## config.mk

```make
export PLATFORM = sky130hd
export DESIGN_NAME = bar_window_decoder
export DESIGN_NICKNAME = d
export VERILOG_FILES = /design/src/rtl/bwd_pkg.sv /design/src/rtl/bwd_regfile.sv /design/src/rtl/bwd_window.sv /design/src/rtl/bwd_hit_arb.sv /design/src/rtl/bar_window_decoder.sv
export SDC_FILE = /design/constraint.sdc
export NUM_CORES = 1
export LEC_CHECK = 0
export ABC_AREA = 1
export BUFFER_PORTS_ARGS = -buffer_cell sky130_fd_sc_hd__buf_2
export CORE_MARGIN = 4
export CORE_UTILIZATION = 40
export DETAILED_ROUTE_END_ITERATION = 10
export PLACE_DENSITY = 0.7
export SYNTH_ARGS = -nofsm -noshare
export SYNTH_HDL_FRONTEND = slang
export SYNTH_SLANG_ARGS = --single-unit
```

## constraint.sdc

```tcl
create_clock -name clk -period 3.8 [get_ports clk]
set_input_delay 0 -clock clk [delete_from_list [all_inputs] [get_ports clk]]
set_output_delay 0 -clock clk [all_outputs]
set_load 0.05 [all_outputs]
```

## src/rtl/bwd_pkg.sv

```systemverilog
// Shared constants and reset-value helpers for the BAR window decoder.
// Assumes a 64-bit register word and a fixed 14-bit base/size shift.
package bwd_pkg;
    localparam int DW        = 64;
    localparam int SHIFT     = 14;
    localparam int SAW       = DW - SHIFT;   // system address width
    localparam int NWIN      = 3;            // MMIO0, MMIO1, register window
    localparam int RWIN_SIZE = 4096;

    // register indices (byte address >> 3)
    localparam int RI_B0  = 0;
    localparam int RI_M0  = 1;
    localparam int RI_B1  = 2;
    localparam int RI_M1  = 3;
    localparam int RI_RB  = 4;
    localparam int RI_EN  = 5;
    localparam int RI_MAX = 5;

    // enable bit positions, in priority order
    localparam int EN_W0 = 63;
    localparam int EN_W1 = 62;
    localparam int EN_RW = 61;

    localparam logic [DW-1:0] MMIO_KEEP = {{(DW-30){1'b1}}, {30{1'b0}}};
    localparam logic [DW-1:0] RWIN_KEEP = {{(DW-26){1'b1}}, {26{1'b0}}};
    localparam logic [DW-1:0] EN_KEEP   = {{5{1'b1}}, {(DW-5){1'b0}}};

    localparam logic [DW-1:0] RST_MASK0 = 64'h3fff000000000 << SHIFT;
    localparam logic [DW-1:0] RST_MASK1 = 64'h3ffff80000000 << SHIFT;

    // reset base of MMIO window 0 for a chip/unit pair
    function automatic logic [DW-1:0] rst_base0(input logic [DW-1:0] c, input logic [DW-1:0] u);
        return (64'h3d00000000000 + 64'h4000000000 * c + 64'h1000000000 * u) << SHIFT;
    endfunction

    // reset base of MMIO window 1 for a chip/unit pair
    function automatic logic [DW-1:0] rst_base1(input logic [DW-1:0] c, input logic [DW-1:0] u);
        return (64'h3ff8000000000 + 64'h0200000000 * c + 64'h0080000000 * u) << SHIFT;
    endfunction

    // reset base of the register window for a chip/unit pair
    function automatic logic [DW-1:0] rst_rbase(input logic [DW-1:0] c, input logic [DW-1:0] u);
        return (64'h3fffe40000000 + 64'h400000 * c + 64'h100000 * u) << SHIFT;
    endfunction
endpackage

```

## src/rtl/bwd_regfile.sv

```systemverilog
// Register bank: stores bases, masks and enables, masks write data,
// serves same-cycle reads and flags illegal writes one cycle later.
// Assumes full 64-bit accesses; address bits 2:0 are ignored.
module bwd_regfile
    import bwd_pkg::*;
#(
    parameter int ADDR_W = 8,
    parameter int CHIP_W = 3,
    parameter int UNIT_W = 2
) (
    input  logic              clk,
    input  logic              rst_n,
    input  logic [CHIP_W-1:0] chip_idx,
    input  logic [UNIT_W-1:0] unit_idx,
    input  logic              wr,
    input  logic              rd,
    input  logic [ADDR_W-1:0] addr,
    input  logic [DW-1:0]     wdata,
    output logic [DW-1:0]     rdata,
    output logic              err,
    output logic [SAW-1:0]    base_hi [NWIN],
    output logic [SAW-1:0]    mask_hi [NWIN],
    output logic [NWIN-1:0]   win_en
);
    localparam int IDX_W = ADDR_W - 3;

    logic [DW-1:0] b0_q, m0_q, b1_q, m1_q, rb_q, en_q;
    logic [IDX_W-1:0] idx;
    logic          is_b0, is_m0, is_b1, is_m1, is_rb, is_en, undef;
    logic          bad_wr;
    logic          err_q;

    // decode the register index from the byte address
    always_comb begin
        idx   = addr[ADDR_W-1:3];
        is_b0 = (idx == IDX_W'(RI_B0));
        is_m0 = (idx == IDX_W'(RI_M0));
        is_b1 = (idx == IDX_W'(RI_B1));
        is_m1 = (idx == IDX_W'(RI_M1));
        is_rb = (idx == IDX_W'(RI_RB));
        is_en = (idx == IDX_W'(RI_EN));
        undef = (idx > IDX_W'(RI_MAX));
    end

    // classify a write as illegal: undefined index or enabled window touched
    always_comb begin
        bad_wr = wr && (undef
                        || ((is_b0 || is_m0) && en_q[EN_W0])
                        || ((is_b1 || is_m1) && en_q[EN_W1])
                        || (is_rb && en_q[EN_RW]));
    end

    // register storage with per-register write masks and reset bases
    always_ff @(posedge clk) begin
        if (!rst_n) begin
            b0_q <= rst_base0(DW'(chip_idx), DW'(unit_idx));
            b1_q <= rst_base1(DW'(chip_idx), DW'(unit_idx));
            rb_q <= rst_rbase(DW'(chip_idx), DW'(unit_idx));
            m0_q <= RST_MASK0;
            m1_q <= RST_MASK1;
            en_q <= '0;
        end else if (wr) begin
            if (is_b0) b0_q <= wdata & MMIO_KEEP;
            if (is_m0) m0_q <= wdata & MMIO_KEEP;
            if (is_b1) b1_q <= wdata & MMIO_KEEP;
            if (is_m1) m1_q <= wdata & MMIO_KEEP;
            if (is_rb) rb_q <= wdata & RWIN_KEEP;
            if (is_en) en_q <= wdata & EN_KEEP;
        end
    end

    // one-cycle error pulse after an illegal write
    always_ff @(posedge clk) begin
        if (!rst_n) err_q <= 1'b0;
        else        err_q <= bad_wr;
    end

    // same-cycle read multiplexer
    always_comb begin
        rdata = '0;
        if (rd) begin
            unique case (1'b1)
                is_b0:   rdata = b0_q;
                is_m0:   rdata = m0_q;
                is_b1:   rdata = b1_q;
                is_m1:   rdata = m1_q;
                is_rb:   rdata = rb_q;
                is_en:   rdata = en_q;
                default: rdata = '0;
            endcase
        end
    end

    // present shifted window fields in priority order
    always_comb begin
        base_hi[0] = b0_q[DW-1:SHIFT];
        base_hi[1] = b1_q[DW-1:SHIFT];
        base_hi[2] = rb_q[DW-1:SHIFT];
        mask_hi[0] = m0_q[DW-1:SHIFT];
        mask_hi[1] = m1_q[DW-1:SHIFT];
        mask_hi[2] = '0;
        win_en     = {en_q[EN_RW], en_q[EN_W1], en_q[EN_W0]};
    end

    assign err = err_q;
endmodule

```

## src/rtl/bwd_window.sv

```systemverilog
// One address window: derives size from a mask (or a fixed length),
// and tests an address against [base, base+size).
// Assumes base and mask are already shifted right by SHIFT.
module bwd_window #(
    parameter int  AW          = 50,
    parameter bit  FIXED       = 1'b0,
    parameter int  FIXED_BYTES = 4096
) (
    input  logic          en,
    input  logic [AW-1:0] base,
    input  logic [AW-1:0] mask,
    input  logic [AW-1:0] addr,
    output logic          hit,
    output logic [AW-1:0] ofs
);
    logic [AW:0] size;
    logic [AW:0] limit;

    generate
        if (FIXED) begin : g_fixed
            logic unused_mask;
            // fixed-length window ignores its mask
            assign unused_mask = ^mask;
            assign size        = (AW+1)'(FIXED_BYTES);
        end else begin : g_masked
            // size from the inverted mask plus one
            assign size = {1'b0, ~mask} + (AW+1)'(1);
        end
    endgenerate

    // range compare with one extra bit so the end never wraps
    always_comb begin
        limit = {1'b0, base} + size;
        hit   = en && (addr >= base) && ({1'b0, addr} < limit);
        ofs   = addr - base;
    end
endmodule

```

## src/rtl/bwd_hit_arb.sv

```systemverilog
// Fixed-priority selector: the lowest-numbered hitting window wins;
// outputs a one-hot-or-zero vector and the winner's offset.
module bwd_hit_arb #(
    parameter int N = 3,
    parameter int W = 50
) (
    input  logic [N-1:0] hit_raw,
    input  logic [W-1:0] ofs_raw [N],
    output logic [N-1:0] hit_sel,
    output logic [W-1:0] ofs_sel
);
    // scan from lowest priority up so the highest priority overwrites
    always_comb begin
        hit_sel = '0;
        ofs_sel = '0;
        for (int i = N - 1; i >= 0; i--) begin
            if (hit_raw[i]) begin
                hit_sel    = '0;
                hit_sel[i] = 1'b1;
                ofs_sel    = ofs_raw[i];
            end
        end
    end
endmodule

```

## src/rtl/bar_window_decoder.sv

```systemverilog
// Top: register bank plus three window comparators and a priority pick.
// Window 2 is the fixed 4 KiB register window; the others use masks.
module bar_window_decoder
    import bwd_pkg::*;
#(
    parameter int ADDR_W = 8,
    parameter int CHIP_W = 3,
    parameter int UNIT_W = 2
) (
    input  logic              clk,
    input  logic              rst_n,
    input  logic [CHIP_W-1:0] chip_idx,
    input  logic [UNIT_W-1:0] unit_idx,
    input  logic              reg_wr,
    input  logic              reg_rd,
    input  logic [ADDR_W-1:0] reg_addr,
    input  logic [63:0]       reg_wdata,
    output logic [63:0]       reg_rdata,
    output logic              reg_err,
    input  logic [49:0]       sys_addr,
    output logic [2:0]        win_hit,
    output logic [49:0]       win_ofs
);
    logic [SAW-1:0]  base_hi [NWIN];
    logic [SAW-1:0]  mask_hi [NWIN];
    logic [NWIN-1:0] win_en;
    logic [NWIN-1:0] hit_raw;
    logic [SAW-1:0]  ofs_raw [NWIN];

    bwd_regfile #(
        .ADDR_W (ADDR_W),
        .CHIP_W (CHIP_W),
        .UNIT_W (UNIT_W)
    ) u_regs (
        .clk      (clk),
        .rst_n    (rst_n),
        .chip_idx (chip_idx),
        .unit_idx (unit_idx),
        .wr       (reg_wr),
        .rd       (reg_rd),
        .addr     (reg_addr),
        .wdata    (reg_wdata),
        .rdata    (reg_rdata),
        .err      (reg_err),
        .base_hi  (base_hi),
        .mask_hi  (mask_hi),
        .win_en   (win_en)
    );

    generate
        for (genvar g = 0; g < NWIN; g++) begin : g_win
            bwd_window #(
                .AW          (SAW),
                .FIXED       (g == NWIN - 1),
                .FIXED_BYTES (RWIN_SIZE)
            ) u_win (
                .en   (win_en[g]),
                .base (base_hi[g]),
                .mask (mask_hi[g]),
                .addr (sys_addr),
                .hit  (hit_raw[g]),
                .ofs  (ofs_raw[g])
            );
        end
    endgenerate

    bwd_hit_arb #(
        .N (NWIN),
        .W (SAW)
    ) u_arb (
        .hit_raw (hit_raw),
        .ofs_raw (ofs_raw),
        .hit_sel (win_hit),
        .ofs_sel (win_ofs)
    );
endmodule

```

### After elaboration in Yosys (flattened, before gate mapping)

Index checks and enable logic that the tools add are counted.

* output and inout port bits: 118
* flip-flop bits (word level): 224
* word-level logic and storage cells: 78
* input port bits: 131

* reduce and logical (&&, ||, !) cells: 22
* add/subtract/negate cells: 14
* equality and inequality tests: 9
* bitwise operators: 2
* muxes and demuxes: 17
* $lt $le $gt $ge: 7

Operator list (count)
* 64-bit 2-to-1 mux: 10
* 64-bit case mux with 6 select lines: 1
* 50-bit by 51-bit < comparator with 1-bit output: 3
* 50-bit greater-or-equal comparator: 3
* 50-bit 2-to-1 mux: 3
* 50-bit subtractor: 3
* 50-bit by 1-bit adder with 51-bit output, second input constant: 2
* 50-bit by 51-bit adder with 51-bit output: 2
* 50-bit NOT: 2
* 50-bit by 13-bit adder with 51-bit output, second input constant: 1
* 50-bit by 22-bit adder with 50-bit output: 1
* 50-bit by 25-bit adder with 50-bit output, first input constant: 1
* 50-bit by 33-bit adder with 50-bit output: 1
* 50-bit by 36-bit adder with 50-bit output, first input constant: 1
* 50-bit by 38-bit adder with 50-bit output: 1
* 50-bit by 41-bit adder with 50-bit output, first input constant: 1
* 2-bit AND reduction: 6
* 5-bit by 2-bit equality test with 1-bit output, second input constant: 2
* 5-bit by 3-bit equality test with 1-bit output, second input constant: 2
* 1-bit logical AND: 10
* 3-bit 2-to-1 mux: 3
* 2-bit by 1-bit inequality test with 1-bit output, second input constant: 4
* 5-bit by 1-bit equality test with 1-bit output, second input constant: 1
* 5-bit by 3-bit > comparator with 1-bit output, second input constant: 1
* 2 further kinds: 6

### Logic depth before layout (Yosys ltp)

* depth in word-level cells: 7
* gate-level depth with buffers: 36
* gate-level depth less buffers: 35

### By module

A second synthesis with hierarchy kept.

* cell total of the unflattened synthesis: 5603
* area total of the unflattened synthesis: 33684.8 um^2

Modules (own cells, without submodules)
* bwd_window (g_win[0].u_win ...): sequential area each 0.0 um^2, area an instance 8924.8 um^2, instances 2, cells an instance 1619
* bwd_regfile: sequential area each 4664.5 um^2, area an instance 9001.1 um^2, instances 1, cells an instance 1075
* bwd_window (g_win[2].u_win): sequential area each 0.0 um^2, area an instance 5665.4 um^2, instances 1, cells an instance 1055
* bwd_hit_arb: sequential area each 0.0 um^2, area an instance 1168.6 um^2, instances 1, cells an instance 235

### Worst setup path before layout

Ideal clock, no wire load.

* path type: reg2out
* start point: reg u_regs.b1_q[30]
* end point: out win_hit[1]
* slack: -0.430 ns
* stages on the path, launching flop included: 34
* data arrival time: 4.230 ns
* buffers on the path: 1
* required time: 3.800 ns
* path through: edfxtp_1 -> inv_1 -> ha_1 -> inv_1 -> fa_1 -> nand3_1 -> nor2_1 -> nor2_1 -> inv_1 -> nand2_1 -> nand2_1 -> a21oi_1 -> o21ai_1 -> nand2_1 -> nand2_1 -> nand2_1 -> nand2_1 -> nand2_1 -> nand2_1 -> nand2_1 -> nand2_1 -> ha_1 -> a21oi_1 -> nor3_1 -> a211oi_1 -> nand2_1 -> nand2_1 -> nand2_1 -> nand2_1 -> nand2_1 -> nand2_2 -> nand2_4 -> buf_6 -> nor2_1

* word-level cells in the longest chain between the ends: 5
* elaborated cells on any way between the ends: 7
* classes of those cells: add/sub: 1; order compare: 2; mux: 2; reduce/logical: 2

RTL lines
* start: declaration: line bwd_regfile.sv:27 `logic [DW-1:0] b0_q, m0_q, b1_q, m1_q, rb_q, en_q;`
* start signal: assignment: line bwd_regfile.sv:57 `b1_q <= rst_base1(DW'(chip_idx), DW'(unit_idx));`
* start signal: assignment: line bwd_regfile.sv:65 `if (is_b1) b1_q <= wdata & MMIO_KEEP;`
* 50-bit by 51-bit adder with 51-bit output / 50-bit greater-or-equal comparator (equally long branches): line bwd_window.sv:33, bwd_window.sv:34
* 50-bit by 51-bit < comparator with 1-bit output / 1-bit logical AND (equally long branches): line bwd_window.sv:34 `hit = en && (addr >= base) && ({1'b0, addr} < limit);`
* 1-bit logical AND *: line bwd_window.sv:34
* 3-bit 2-to-1 mux * (2 in a row): line bwd_hit_arb.sv:17 `if (hit_raw[i]) begin`
* end: declaration: line bar_window_decoder.sv:21 `output logic [2:0] win_hit,`

Every way passes the cells marked *; elsewhere a longest branch is shown, timed or not.

### Worst setup path in the final report

* start point: reg u_regs.b0_q[41]
* end point: out win_ofs[16]

* word-level cells in the longest chain between the ends: 4
* elaborated cells on any way between the ends: 6
* classes of those cells: add/sub: 1; order compare: 2; mux: 1; reduce/logical: 2

RTL lines
* start: declaration: line bwd_regfile.sv:27
* start signal: assignment: line bwd_regfile.sv:56 `b0_q <= rst_base0(DW'(chip_idx), DW'(unit_idx));`
* start signal: assignment: line bwd_regfile.sv:63 `if (is_b0) b0_q <= wdata & MMIO_KEEP;`
* 50-bit by 51-bit adder with 51-bit output / 50-bit greater-or-equal comparator (equally long branches): line bwd_window.sv:33, bwd_window.sv:34
* 50-bit by 51-bit < comparator with 1-bit output / 1-bit logical AND (equally long branches): line bwd_window.sv:34
* 1-bit logical AND *: line bwd_window.sv:34
* 50-bit 2-to-1 mux *: line bwd_hit_arb.sv:17
* end: declaration: line bar_window_decoder.sv:22 `output logic [49:0] win_ofs`

Marked as above.

==> summary.md <==
| Metric | Value |
|---|---|
| Worst slew margin | 23.4% |
| Type of origin of the critical path | flip-flop |
| Violated checks | setup timing |
| Worst Tran Pin Value | approximately 1.1 ns |
| FILL cells | approximately 5400 |
| IO buf count | approximately 190 |
| Final worst setup slack | -0.846 ns |
| Vias/cell | approximately 5.6 |
| Outcome | finished, violations left |
| CTS tree | built |
| PwrDens | 276 nW/um2 |
| # setup viols final | between 50 and 60 |
| Yosys warning total | 0 |
| DP Wirelength | just over 80000 um |
| WL/cell | 21.6 um |
| Vias in the first global route | around 25000 |
| Fmax | between 200 and 250 MHz |
| Antenna violations before repair | 1 |
| Die height | around 250 um |
| Cell internal pwr | 4.68 mW |
| Avg Cell Area, Syn | 6.69 um2 |
| CTS clk-pin slew, worst paths | about 0.080 ns |
| DRC | 0 |
| Worst reg2reg endpoint | u_regs.err |
| R2R cell count | 4 |
| Post-synth EDFFs | roughly 110 |
| Final slew viol count | 0 |
| TritonRoute pass-1 iters | 6 |
| Post-route cell area | roughly 30000 um2 |
| Sequential area share after synthesis | about a fifth |
| Clk_skew | slightly below 0.007 ns |
| Critical path's slowest cell | edfxtp_1 |
| FF-to-FF setup slack | between 2 and 3 ns |
| RePlAce Congestion | approximately 1.0 |
| CP max stage delay | about 0.45 ns |
| Worst skew pair latency | approximately 0.48 ns |
| CTS Buf Count | 17 |
| Synth-to-Final Area Change | 33.4% |
| Critical path class | flip-flop to primary output |
| Post-placement cell area | 27000 um2 |
| Yosys top cell area share | between 10% and 20% |
| Clk buf depth | 2 |
| Syn Std Cell Area | between 20000 and 25000 um2 |
| Global-route wire length before repair | 147000 um |
| Layout cells sized above 1 | between 20% and 30% |
| Post-synth cell types | between 60 and 70 |
| Total track usage | 32.1% |
| Reg power frac | around 28% |
| Starting Density | about two fifths |
| Synth top area cells | ha_1, edfxtp_1, nand2_1 |
| Core ar. | around 56000 um2 |
| End of the worst hold path | u_regs.m0_q[47] |
| Final Cycle Share | 122% |
| Worst hold slack | a little over 0.09 ns |
| Total vias in the final route | around 26000 |
| Yosys top cell by area | ha_1 |
| Synth Register Bits | 180 |
| Hold crit path type | input pin to flip-flop |
| Tmin final | roughly 4.6 ns |
| Die W | approximately 250 um |
| Max VDD drop | around 330 uV |
| Switch Pwr | ~3.6 mW |
| Leakage Power | around 14 nW |
| Worst endpoint data arrival time | roughly 4.7 ns |
| Max Cap Viol | 0 |
| Synth Flop Type | edfxtp_1 |
| Grt total ovfl | 0 |
| 1st-iter DRT viols | between 2000 and 3000 |
| Sink Count | 180 |
| Rows | between 80 and 90 |
| Pin count of the biggest net entering global routing | 55 |
| Combinational share of power | 50.1% |
| Hold depth | 3 |
| H-tree levels | 4 |
| CP Capture Type | primary output |
| Syn Inst Count | 3377 |
| Die ar. | 60300 um2 |
| Clock share of power | ~22% |
| RSZ-0062 raised after global routing | yes |
| Async SR Flop Fraction | 0% |
| Antenna viol nets, final | 0 |
| IO Count | 249 |
| Most used cell, CP | nand2_1 |
| Fin nets | roughly 4400 |
| N_diodes | 0 |
| Switching portion of total power | ~44% |
| Crit-path max FO | 7 |
| Routed wire length | 102000 um |
| Data required, critical path | about 3.8 ns |
| Worst r2r src | u_regs.en_q[63] |
| HP Start | rst_n |
| Fin. Hold Viols | 0 |
| Clock root buffer | clkbuf_16 |
==> critical path, delay by kind of cell (launching register included) <==
kind | cells | cell delay [ns]
and+or+nand+nor | 17 | 1.40
AOI/OAI and AO/OA | 4 | 0.77
adders and majority gates | 2 | 0.72
buffers and inverters | 5 | 0.67
DFF | 1 | 0.45
xor gates and xnor gates | 1 | 0.14
==> logic make-up after synthesis <==
family	synth area share [%]
flip-flops	20.7
XOR/XNOR	7.25
other	0.0166
AO/OA/AOI/OAI	20.0
buffers and inverters	10.5
AND/OR/NAND/NOR	25.9
adder cells (fa/ha/maj)	15.7
==> flip-flops by register name (all words and copies together) (netlist names) <==
name	count
u_regs.m1_q	34
u_regs.m0_q	34
u_regs.b0_q	34
u_regs.err	1
u_regs.en_q	5
u_regs.rb_q	38
u_regs.b1_q	34
==> synth_stat cells (6+ instances only) <==
| library cell | n |
|---|---|
| a21o_1 | 27 |
| a221oi_1 | 22 |
| a211oi_1 | 18 |
| o21ai_1 | 15 |
| nand3_1 | 128 |
| o21bai_1 | 14 |
| o21ai_0 | 203 |
| nand3b_1 | 12 |
| o22ai_1 | 48 |
| o31ai_1 | 6 |
| dfxtp_1 | 74 |
| o21a_1 | 22 |
| clkbuf_1 | 48 |
| xnor2_1 | 80 |
| a21boi_0 | 7 |
| or2_2 | 14 |
| o211ai_1 | 7 |
| nand4_1 | 36 |
| ha_1 | 281 |
| nor3_1 | 50 |
| edfxtp_1 | 106 |
| inv_2 | 33 |
| nand2_1 | 744 |
| xor2_1 | 107 |
| buf_6 | 8 |
| a21oi_1 | 343 |
| buf_4 | 31 |
| nand2_2 | 20 |
| nor4_1 | 25 |
| buf_2 | 6 |
| inv_1 | 433 |
| a31oi_1 | 39 |
| nor2_2 | 21 |
| nor2_1 | 294 |
==> metrics by stage <==
stage               worst slack, ns  TNS, ns  utilization [%]  std cells  power, mW
floorplan                    -0.106   -0.106                -       3402       4.66
global placement             -0.655   -30.98             48.6       4590       6.11
detailed placement           -0.707   -32.49             48.6       4590       6.12
CTS                          -0.911   -44.74             52.6       4688       8.08
global route                  -1.10   -55.84             54.2       4715       8.76
finish                       -0.846   -42.77             54.2       4715       8.30
==> power by group through the flow <==
stage / logic [mW] / clock network (mW) / registers (mW)
2_1_floorplan: 2.36 / 0 / 2.30
3_3_place_gp: 3.79 / 0 / 2.32
3_5_place_dp: 3.79 / 0 / 2.32
4_1_cts: 3.93 / 1.87 / 2.28
5_1_grt: 4.51 / 1.94 / 2.30
6_report: 4.16 / 1.85 / 2.29
==> placed cells by master (no fill, tap or decap), types with 22 or more instances in the layout <==
cell type	count
a21oi_1	323
xor2_1	106
nor4_1	25
o21ai_0	186
nand2_2	98
nand2_4	44
dlygate4sd3_1	44
dfxtp_1	73
nand4_1	36
inv_1	425
xnor2_1	78
ha_1	266
nand3_1	102
nor3_1	46
nor2_1	278
buf_4	358
edfxtp_1	106
a21o_1	27
a221oi_1	22
a31oi_1	39
nand2_1	622
inv_2	40
o21a_1	22
clkbuf_16	24
nand3_2	28
buf_8	35
o22ai_1	48
buf_2	140
conb_1	26
o21ai_1	22
buf_6	25
nor2_2	26
==> worst max path at each step <==
stage	from	endpoint	slack, ns	cells past startpoint
global route	u_regs.b1_q[30]	win_ofs[49]	-1.10	37
detailed placement	u_regs.b1_q[32]	win_ofs[0]	-0.71	31
CTS	u_regs.b1_q[30]	win_ofs[49]	-0.91	37
finish	u_regs.b0_q[41]	win_ofs[16]	-0.85	29
floorplan	u_regs.b1_q[30]	win_hit[1]	-0.11	33
global placement	u_regs.b1_q[32]	win_ofs[28]	-0.66	32
==> metal layers <==
| layer | routed length (um) | vias to the layer above | track usage (%) |
|---|---|---|---|
| met5 | 13 | - | 0 |
| met4 | 3600 | 2 | 9.21 |
| met3 | 8470 | 205 | 3.17 |
| met2 | 46400 | 1268 | 53.2 |
| met1 | 43200 | 12199 | 44.4 |
| li1 | - | 12521 | - |
==> timing repair <==
item | CTS | global route
endpoints found under the setup margin | 53 | 53
cloned | 6 | 8
pin swaps | 51 | 67
gates resized for setup | 244 | 163
setup buffers | 17 | 23
hold buffers | 44 | 0
endpoints found under the hold margin | 179 | 0
==> cell type report <==
| type | count | area (um2) | share of cell area (%) |
|---|---|---|---|
| Timing Repair Buffer | 628 | 5210 | 17.3 |
| Sequential cell | 180 | 4670 | 15.5 |
| Inverter | 472 | 1800 | 5.96 |
| Tap cell | 748 | 936 | 3.11 |
| Clock buffer | 19 | 475 | 1.58 |
| Multi-Input combinational cell | 2655 | 16900 | 56.2 |
| Clock inverter | 13 | 121 | 0.403 |
No activity file was read; power rests on OpenSTA's default activity.
